[src/rtl/req_timeout_tracker.sv]
module req_timeout_tracker #(
  parameter int ADDR_W  = 16,
  parameter int BURST_W = 4,
  parameter int NTAG    = 8,
  parameter int CNT_W   = 8,
  parameter int QD      = 4,
  parameter int WCNT_W  = 16,
  parameter bit ORDERED = 1'b1,
  localparam int TAG_W  = $clog2(NTAG)
) (
  input  logic               clk,
  input  logic               rst_n,
  input  logic               rd_req,
  input  logic [ADDR_W-1:0]  rd_addr,
  input  logic [BURST_W-1:0] rd_burst,
  output logic               rd_wait,
  input  logic               wr_req,
  input  logic [ADDR_W-1:0]  wr_addr,
  input  logic [BURST_W-1:0] wr_burst,
  input  logic               wr_resp,
  output logic               wr_wait,
  input  logic [CNT_W-1:0]   timeout_val,
  output logic               tx_valid,
  input  logic               tx_ready,
  output logic               tx_is_wr,
  output logic               tx_tracked,
  output logic [TAG_W-1:0]   tx_tag,
  output logic [ADDR_W-1:0]  tx_addr,
  output logic [BURST_W-1:0] tx_burst,
  input  logic               rsp_valid,
  input  logic [TAG_W-1:0]   rsp_tag,
  output logic               to_pulse,
  output logic [TAG_W-1:0]   to_tag,
  output logic [WCNT_W-1:0]  wr_count
);
  localparam int PW  = $clog2(QD);
  localparam int E_W = ADDR_W + BURST_W + TAG_W + 2;
  localparam logic [NTAG-1:0] ONE = NTAG'(1);

  function automatic logic [TAG_W:0] lowest(input logic [NTAG-1:0] m);
    lowest = '0;
    for (int i = NTAG - 1; i >= 0; i--)
      if (m[i]) lowest = {1'b1, TAG_W'(i)};
  endfunction

  logic [CNT_W-1:0] tick;
  logic [NTAG-1:0]  busy, pend, exp_now, rd_mask, wr_mask, rsp_mask, rep_mask;
  logic [CNT_W-1:0] dl [NTAG];
  logic [TAG_W:0]   f1, f2, pl;
  logic             rd_acc, wr_acc, rd_qfull, wr_qfull, pop;
  logic [E_W-1:0]   rd_ent, wr_ent, head;

  assign f1       = lowest(~busy);
  assign rd_wait  = rd_qfull | ~f1[TAG_W];
  assign rd_acc   = rd_req & ~rd_wait;
  assign rd_mask  = rd_acc ? (ONE << f1[TAG_W-1:0]) : '0;
  assign f2       = lowest(~busy & ~rd_mask);
  assign wr_wait  = wr_qfull | (wr_resp & ~f2[TAG_W]);
  assign wr_acc   = wr_req & ~wr_wait;
  assign wr_mask  = (wr_acc & wr_resp) ? (ONE << f2[TAG_W-1:0]) : '0;
  assign rsp_mask = rsp_valid ? (ONE << rsp_tag) : '0;
  assign pl       = lowest(pend);
  assign to_pulse = pl[TAG_W];
  assign to_tag   = pl[TAG_W-1:0];
  assign rep_mask = to_pulse ? (ONE << to_tag) : '0;

  always_comb
    for (int i = 0; i < NTAG; i++)
      exp_now[i] = busy[i] & ~pend[i] & (tick == dl[i]) & ~rsp_mask[i];

  assign rd_ent = {1'b0, 1'b1, f1[TAG_W-1:0], rd_burst, rd_addr};
  assign wr_ent = {1'b1, wr_resp, wr_resp ? f2[TAG_W-1:0] : TAG_W'(0), wr_burst, wr_addr};

  always_ff @(posedge clk) begin
    if (!rst_n) begin
      tick     <= '0;
      busy     <= '0;
      pend     <= '0;
      wr_count <= '0;
    end else begin
      tick     <= tick + CNT_W'(1);
      busy     <= (busy & ~rsp_mask & ~rep_mask) | rd_mask | wr_mask;
      pend     <= (pend | exp_now) & ~rsp_mask & ~rep_mask;
      wr_count <= wr_count + WCNT_W'(wr_acc);
    end
  end

  always_ff @(posedge clk) begin
    if (rd_acc) dl[f1[TAG_W-1:0]] <= tick + timeout_val;
    if (wr_acc && wr_resp) dl[f2[TAG_W-1:0]] <= tick + timeout_val;
  end

  assign pop = tx_valid & tx_ready;

  generate
    if (ORDERED) begin : g_merged
      logic [E_W-1:0] q [QD];
      logic [PW-1:0]  wp, rp;
      logic [PW:0]    cnt;
      assign rd_qfull = cnt == (PW+1)'(QD);
      assign wr_qfull = ({1'b0, cnt} + (PW+2)'(rd_acc)) >= (PW+2)'(QD);
      assign tx_valid = cnt != '0;
      assign head     = q[rp];
      always_ff @(posedge clk) begin
        if (!rst_n) begin
          wp <= '0; rp <= '0; cnt <= '0;
        end else begin
          wp  <= wp + PW'(rd_acc) + PW'(wr_acc);
          rp  <= rp + PW'(pop);
          cnt <= cnt + (PW+1)'(rd_acc) + (PW+1)'(wr_acc) - (PW+1)'(pop);
        end
      end
      always_ff @(posedge clk) begin
        if (rd_acc) q[wp] <= rd_ent;
        if (wr_acc) q[wp + PW'(rd_acc)] <= wr_ent;
      end
      a_r8_queue_bound: assert property (@(posedge clk) disable iff (!rst_n)
        cnt <= (PW+1)'(QD));
    end else begin : g_split
      logic [E_W-1:0] rq [QD];
      logic [E_W-1:0] wq [QD];
      logic [PW-1:0]  rwp, rrp, wwp, wrp;
      logic [PW:0]    rcnt, wcnt;
      logic           rr, sel_w;
      assign rd_qfull = rcnt == (PW+1)'(QD);
      assign wr_qfull = wcnt == (PW+1)'(QD);
      assign tx_valid = (rcnt != '0) | (wcnt != '0);
      assign sel_w    = (wcnt != '0) & ((rcnt == '0) | rr);
      assign head     = sel_w ? wq[wrp] : rq[rrp];
      always_ff @(posedge clk) begin
        if (!rst_n) begin
          rwp <= '0; rrp <= '0; wwp <= '0; wrp <= '0;
          rcnt <= '0; wcnt <= '0; rr <= 1'b0;
        end else begin
          rwp  <= rwp + PW'(rd_acc);
          wwp  <= wwp + PW'(wr_acc);
          rrp  <= rrp + PW'(pop & ~sel_w);
          wrp  <= wrp + PW'(pop & sel_w);
          rcnt <= rcnt + (PW+1)'(rd_acc) - (PW+1)'(pop & ~sel_w);
          wcnt <= wcnt + (PW+1)'(wr_acc) - (PW+1)'(pop & sel_w);
          if (pop) rr <= ~sel_w;
        end
      end
      always_ff @(posedge clk) begin
        if (rd_acc) rq[rwp] <= rd_ent;
        if (wr_acc) wq[wwp] <= wr_ent;
      end
      a_r8_queue_bound: assert property (@(posedge clk) disable iff (!rst_n)
        (rcnt <= (PW+1)'(QD)) && (wcnt <= (PW+1)'(QD)));
    end
  endgenerate

  assign tx_addr    = head[ADDR_W-1:0];
  assign tx_burst   = head[ADDR_W +: BURST_W];
  assign tx_tag     = head[ADDR_W+BURST_W +: TAG_W];
  assign tx_tracked = head[E_W-2];
  assign tx_is_wr   = head[E_W-1];

  a_r5_pulse_tracked: assert property (@(posedge clk) disable iff (!rst_n)
    to_pulse |-> busy[to_tag]);
  a_r5_pulse_frees: assert property (@(posedge clk) disable iff (!rst_n)
    to_pulse |=> !busy[$past(to_tag)]);
  a_r4_rsp_retires: assert property (@(posedge clk) disable iff (!rst_n)
    (rsp_valid && busy[rsp_tag]) |=> !busy[$past(rsp_tag)]);
  a_r2_alloc_distinct: assert property (@(posedge clk) disable iff (!rst_n)
    $countones(rd_mask & wr_mask) == 0);
endmodule

[config.mk]
export PLATFORM = sky130hd
export DESIGN_NAME = req_timeout_tracker
export DESIGN_NICKNAME = d
export VERILOG_FILES = /design/src/rtl/req_timeout_tracker.sv
export SDC_FILE = /design/constraint.sdc
export NUM_CORES = 1
export LEC_CHECK = 0
export ABC_AREA = 1
export ABC_CLOCK_PERIOD_IN_PS = 8350
export BUFFER_PORTS_ARGS = -buffer_cell sky130_fd_sc_hd__buf_2
export CAP_MARGIN = 25
export CORE_MARGIN = 2
export CORE_UTILIZATION = 40
export DETAILED_ROUTE_END_ITERATION = 10
export PLACE_DENSITY_LB_ADDON = 0.1
export SETUP_SLACK_MARGIN = 0.1
export SYNTH_ARGS = -nofsm -noshare
export SYNTH_HDL_FRONTEND = slang
export SYNTH_SLANG_ARGS = --single-unit
[constraint.sdc]
create_clock -name clk -period 8.35 [get_ports clk]
set_input_delay 2.0875 -clock clk [delete_from_list [all_inputs] [get_ports clk]]
set_output_delay 2.0875 -clock clk [all_outputs]
set_load 0.02 [all_outputs]
-- Yosys cells after proc, flatten, opt, wreduce, memory -nomap -nowiden
Memories as Yosys holds them, arrays and structs flattened. A register that Yosys moved wholly into a read port is not among the register bits.
Cells that the tools add are included.
- flip-flop bits (word level): 47
- bits in writable memories: 164
- logic and storage cells: 134
- memories kept: 2
- add/subtract/negate cells: 10
- order comparisons: 1
- equality and inequality tests: 9
- shift-type cells: 4
- multiplexer cells: 36
- bitwise operators: 63
- reductions and logical operators: 2
- memories (name ; words ; width ; read ports ; clocked after memory_dff ; write ports ; RTL line ; source):
    g_merged.q ; 4 ; 25 ; 1 ; 1 ; 2 ; 97 ; logic [E_W-1:0] q [QD];
    dl ; 8 ; 8 ; 8 ; 0 ; 2 ; 48 ; logic [CNT_W-1:0] dl [NTAG];
- operators with widths (cell ; number):
    4-bit 2-to-1 mux ; 24
    8-bit equality test ; 8
    8-bit AND ; 5
    8-bit 2-to-1 mux ; 4
    8-bit NOT ; 4
    1-bit by 3-bit << shifter with 8-bit output, first input constant ; 4
    1-bit AND ; 29
    8-bit OR ; 3
    1-bit NOT ; 20
    16-bit by 1-bit adder with 16-bit output ; 1
    8-bit by 1-bit adder with 8-bit output, second input constant ; 1
    8-bit adder ; 1
    2-bit by 1-bit adder with 2-bit output ; 3
    3-bit by 1-bit adder with 3-bit output ; 2
    1-bit 2-to-1 mux ; 6
    3-bit by 1-bit adder with 4-bit output ; 1
    4-bit by 3-bit greater-or-equal comparator with 1-bit output, second input constant ; 1
    3-bit equality test, second input constant ; 1
    3-bit 2-to-1 mux ; 1
    3-bit nonzero test ; 1
    3-bit by 1-bit subtractor with 3-bit output ; 1
    2-bit 2-to-1 mux ; 1
    1-bit OR ; 2
    1-bit logical AND ; 1

-- Longest topological paths before layout
- depth after elaboration: 32
- mapped depth: 29
- mapped depth without buffers: 29

-- Worst setup path after synthesis
OpenSTA, ideal clock, no wires.
- path type: input-to-output
- start: input rd_req
- end: output wr_wait
- data arrival time: 3005 ps
- data required time: 6262 ps
- path slack: 3258 ps
- stages on the path: 9
- path buffers: 1
- cell sequence: nand3_2 > buf_6 > nor2_2 > nand2_2 > nand2_2 > nand2_2 > nor2_2 > nand3_2 > nand2_1
- word-level cells in the longest chain between the ends: 15
- elaborated cells between the ends (all ways): 17
- classes of those cells: 1 x add/sub; 1 x order compare; 9 x mux; 6 x bitwise
- ends and longest elaborated chain (what ; RTL line ; source):
    start: declaration ; 13 ; input logic rd_req,
    1-bit AND (*) ; 55 ; assign rd_acc = rd_req & ~rd_wait;
    8-bit 2-to-1 mux ; 56 ; assign rd_mask = rd_acc ? (ONE << f1[TAG_W-1:0]) : '0;
    8-bit NOT ; 57 ; assign f2 = lowest(~busy & ~rd_mask);
    8-bit AND ; 57 ;
    4-bit 2-to-1 mux (8 in series) ; 43 ; if (m[i]) lowest = {1'b1, TAG_W'(i)};
    1-bit NOT ; 58 ; assign wr_wait = wr_qfull | (wr_resp & ~f2[TAG_W]);
    1-bit AND ; 58 ;
    1-bit OR (*) ; 58 ;
    end: declaration ; 21 ; output logic wr_wait,
Every way passes the cells marked *; elsewhere a longest branch is shown, timed or not.

-- Worst setup path in the final report
Same ends and word-level chain as after synthesis.

==> results.cfg <==
[power_and_ir_drop]
power_per_cell_area_nw_per_um2 = 302
p_comb_frac = 0.307
power_report.internal_total_mw = 2.39
vdd_drop_max_mv = 0.152
power.leakage_nw = 4.74
p_clk_frac = 0.284
post-layout-total-power_mw = 3.68
switching_share = 0.351
net-switching-power_mw = 1.29
power.share.sequential = 0.408

[floorplanning]
core_area_um2 = 26100
design.portCount = 106
chipWidth_um = 167
die_height_um = 167
fp-row-count = 59
total_die_area_um2 = 27800
start_util = 0.406

[worst_setup_path]
arrival_ns = 3.57
critical_path.cell_chain = buf_2 -> nand3_2 -> nor2_2 -> nand3_1 -> nand2_1 -> nand2_1 -> nor2_2 -> nand3_2 -> nand2_1 -> buf_2
worstPathRequired_ns = 6.26
crit_path_start_kind = primary input
timing.critical_path.fanout_max = 12
critical-path-max-stage-delay_ns = 0.26
crit_type = primary input to output port
cpMostUsedCell = sky130_fd_sc_hd__nand2_1
slowest_stage = sky130_fd_sc_hd__nand3_2
setup_crit_end_kind = output port

[synth]
synthMuxAreaShare = 0
post_synth_num_cell_types = 42
synth_cells = 1130
synthAdderAreaFrac = 0.0234
synth_nets = 1206
total_number_of_yosys_warnings = 0
synth_ff_type = sky130_fd_sc_hd__edfxtp_1
seq_area_frac_synth = 0.550
synth-compound-area-share = 0.124
synth.ff_latch_count = 211
edff_count_synth = 160
synth.avg_cell_area_um2 = 9.37
synth_xor_xnor_area_share = 0.0504
synthSimpleGateAreaFrac = 0.181
synth_top_family_by_area = simple AND/OR/NAND/NOR gates
synth.cell_area_um2 = 10600
async_reset_ff_frac = 0

[sta]
grt_setup_unrepaired = no
slew_hr = 0.377
final_hold_viol_count = 0
setup_violations = 0
final.setup.tns_ns = 0
final_max_slew_viol_count = 0
final_cycle_utilization_of_the_critical_path = 0.678
worst_clock_skew_ns = 0.0113
finalCriticalPeriod_ns = 5.66
tightest_slew_ns = 0.928
max_clock_freq_mhz = 177

[global_routing]
grt_antenna_before_repair = 0
global_route.overflow_total = 0
global_route.usage.total = 0.193
global_route_wire_length_before_repair_mm = 42.9
grt_start_max_net_pins = 53
first_global_vias = 7933

[clocking]
clock_tree_from_tritoncts = built
clockBufferDepth = 3
insertion_delay_ns = 0.52
post_cts_setup_driven_buffer_insertion_count = 0
cts.sink_count = 211
ctsHoldBuffers = 0
ctsResizeCount = 0
numCtsBuffers = 24
worst_setup_hold_path_clk_slew_ns = 0.06
cts.htree.levels = 1
cts_root_buf = sky130_fd_sc_hd__clkbuf_16

[layout]
syn_to_final_growth_pct = 15.2
layout.nets = 1296
n_antenna_cell = 0
layout-drive-gt1-share = 0.154

[routing]
via_count = 8161
viasPerCell = 5.19
dr.first_iter.drc_count = 622
drtAntennaViolNets = 0
drc = 0
dr.pass1.iters = 4
finalWirelength_mm = 27.0
final_routed_wire_length_divided_by_cell_count_um = 17.2

[place]
place.gp.congestion = 0.857
dp_hpwl_mm = 18.3
placement.io_buffers = 105

[status]
outcome = finished clean

[run]
max-cap-violations = 0

[min_path]
min_delay_worst_type = flip-flop to flip-flop
==> kinds of logic (layout without fill, tap and decap cells) <==
family / Yosys count / in the layout
buf+inv: 179 / 287
simple gates: 415 / 415
compound gates: 246 / 246
fa+ha+maj: 18 / 18
flops: 211 / 211
xor+xnor: 61 / 61
==> synth_stat cells, types with 2 or more instances <==
cell type,n,area share
sky130_fd_sc_hd__a21oi_1,32,0.015
sky130_fd_sc_hd__o22ai_1,26,0.015
sky130_fd_sc_hd__nor2_1,113,0.040
sky130_fd_sc_hd__or2_2,7,0.0041
sky130_fd_sc_hd__clkbuf_2,4,0.0019
sky130_fd_sc_hd__a2111oi_0,3,0.0025
sky130_fd_sc_hd__o21ai_1,27,0.013
sky130_fd_sc_hd__a31oi_1,7,0.0041
sky130_fd_sc_hd__xor2_1,34,0.028
sky130_fd_sc_hd__nor4_1,16,0.0095
sky130_fd_sc_hd__buf_1,2,0.00071
sky130_fd_sc_hd__edfxtp_1,160,0.45
sky130_fd_sc_hd__o21ai_0,140,0.066
sky130_fd_sc_hd__dfxtp_1,51,0.096
sky130_fd_sc_hd__fa_1,3,0.0057
sky130_fd_sc_hd__xnor2_1,27,0.022
sky130_fd_sc_hd__a211oi_1,2,0.0014
sky130_fd_sc_hd__o21a_1,5,0.0035
sky130_fd_sc_hd__buf_6,9,0.0096
sky130_fd_sc_hd__nor3_1,18,0.0085
sky130_fd_sc_hd__nand3_1,109,0.052
sky130_fd_sc_hd__ha_1,15,0.018
sky130_fd_sc_hd__nand4_1,17,0.010
sky130_fd_sc_hd__nand2_1,114,0.040
sky130_fd_sc_hd__inv_1,118,0.042
sky130_fd_sc_hd__clkbuf_1,39,0.014
sky130_fd_sc_hd__nand3_2,6,0.0057
sky130_fd_sc_hd__nor2_2,4,0.0024
sky130_fd_sc_hd__nand2_2,6,0.0035
sky130_fd_sc_hd__buf_2,4,0.0019
==> state kept, by name (all words and copies together), names as in the netlist <==
register	cells
pend	8
tick	8
g_merged.rp	2
g_merged.q	100
busy	8
g_merged.wp	2
g_merged.cnt	3
wr_count	16
dl	64
==> worst max-delay path, delay by kind of cell <==
kind                   cells  cell delay [ns]
and+or+nand+nor            8             1.21
buffers and inverters      2             0.27
==> through the flow <==
step / setup WS, ns / utilization / instance area, um^2 / hold slack [ns] / std cells
finish: 2.69 / 0.468 / 12200 / 0.454 / 1573
global route: 2.55 / 0.468 / 12200 / 0.490 / 1573
CTS: 2.69 / 0.468 / 12200 / 0.457 / 1573
detailed placement: 2.70 / 0.438 / 11400 / 0.447 / 1529
global placement: 2.71 / 0.437 / 11400 / 0.440 / 1528
floorplan: 3.26 / - / 10600 / 0.422 / 1130
==> layout by cell type (no fill, tap or decap), types with 5 or more instances in the layout <==
master	instances
sky130_fd_sc_hd__edfxtp_1	160
sky130_fd_sc_hd__o21ai_0	140
sky130_fd_sc_hd__inv_1	118
sky130_fd_sc_hd__nand2_1	114
sky130_fd_sc_hd__nor2_1	113
sky130_fd_sc_hd__nand3_1	109
sky130_fd_sc_hd__buf_2	105
sky130_fd_sc_hd__dfxtp_1	51
sky130_fd_sc_hd__xor2_1	34
sky130_fd_sc_hd__a21oi_1	32
sky130_fd_sc_hd__xnor2_1	27
sky130_fd_sc_hd__o21ai_1	27
sky130_fd_sc_hd__o22ai_1	26
sky130_fd_sc_hd__clkbuf_16	26
sky130_fd_sc_hd__nand4_1	17
sky130_fd_sc_hd__nor4_1	16
sky130_fd_sc_hd__buf_4	16
sky130_fd_sc_hd__ha_1	15
sky130_fd_sc_hd__nor3_1	14
sky130_fd_sc_hd__a31oi_1	7
sky130_fd_sc_hd__or2_2	7
sky130_fd_sc_hd__clkbuf_1	7
sky130_fd_sc_hd__nand3_2	6
sky130_fd_sc_hd__nand2_2	6
sky130_fd_sc_hd__o21a_1	5
==> power by group through the flow <==
stage	Sequential, mW	Combinational [mW]	Clock [mW]
global route	1.53	1.27	1.11
CTS	1.51	1.15	1.07
floorplan	1.51	0.781	0
global placement	1.53	1.12	0
detailed placement	1.53	1.15	0
finish	1.50	1.13	1.05
==> worst paths after layout <==
check                                        from           endpoint  cells past startpoint  slack, ns
worst max-delay path                       rd_req            wr_wait                     10       2.69
worst min-delay path            g_merged.q[1][24]  g_merged.q[1][24]                      2       0.45
worst max register to register            busy[0]   g_merged.q[1][0]                     11       4.37
worst min register to register  g_merged.q[1][24]  g_merged.q[1][24]                      2       0.45
==> final cells by class <==
type,count,area [um^2]
multi-input cells,740,4030
fillers,2509,13900
clock buffers,38,728
inverters,121,457
well taps,335,419
flip-flops and latches,211,5830
repair buffers,122,673
clock inverters,6,60.1
==> per-layer routing <==
metal,global-route usage,part of all wire,vias to the layer above
met4,0.0502,0.019,0
met2,0.329,0.49,198
li1,-,-,4110
met5,0,0,-
met1,0.258,0.45,3812
met3,0.0311,0.050,41
No activity file was read; power rests on OpenSTA's default activity.
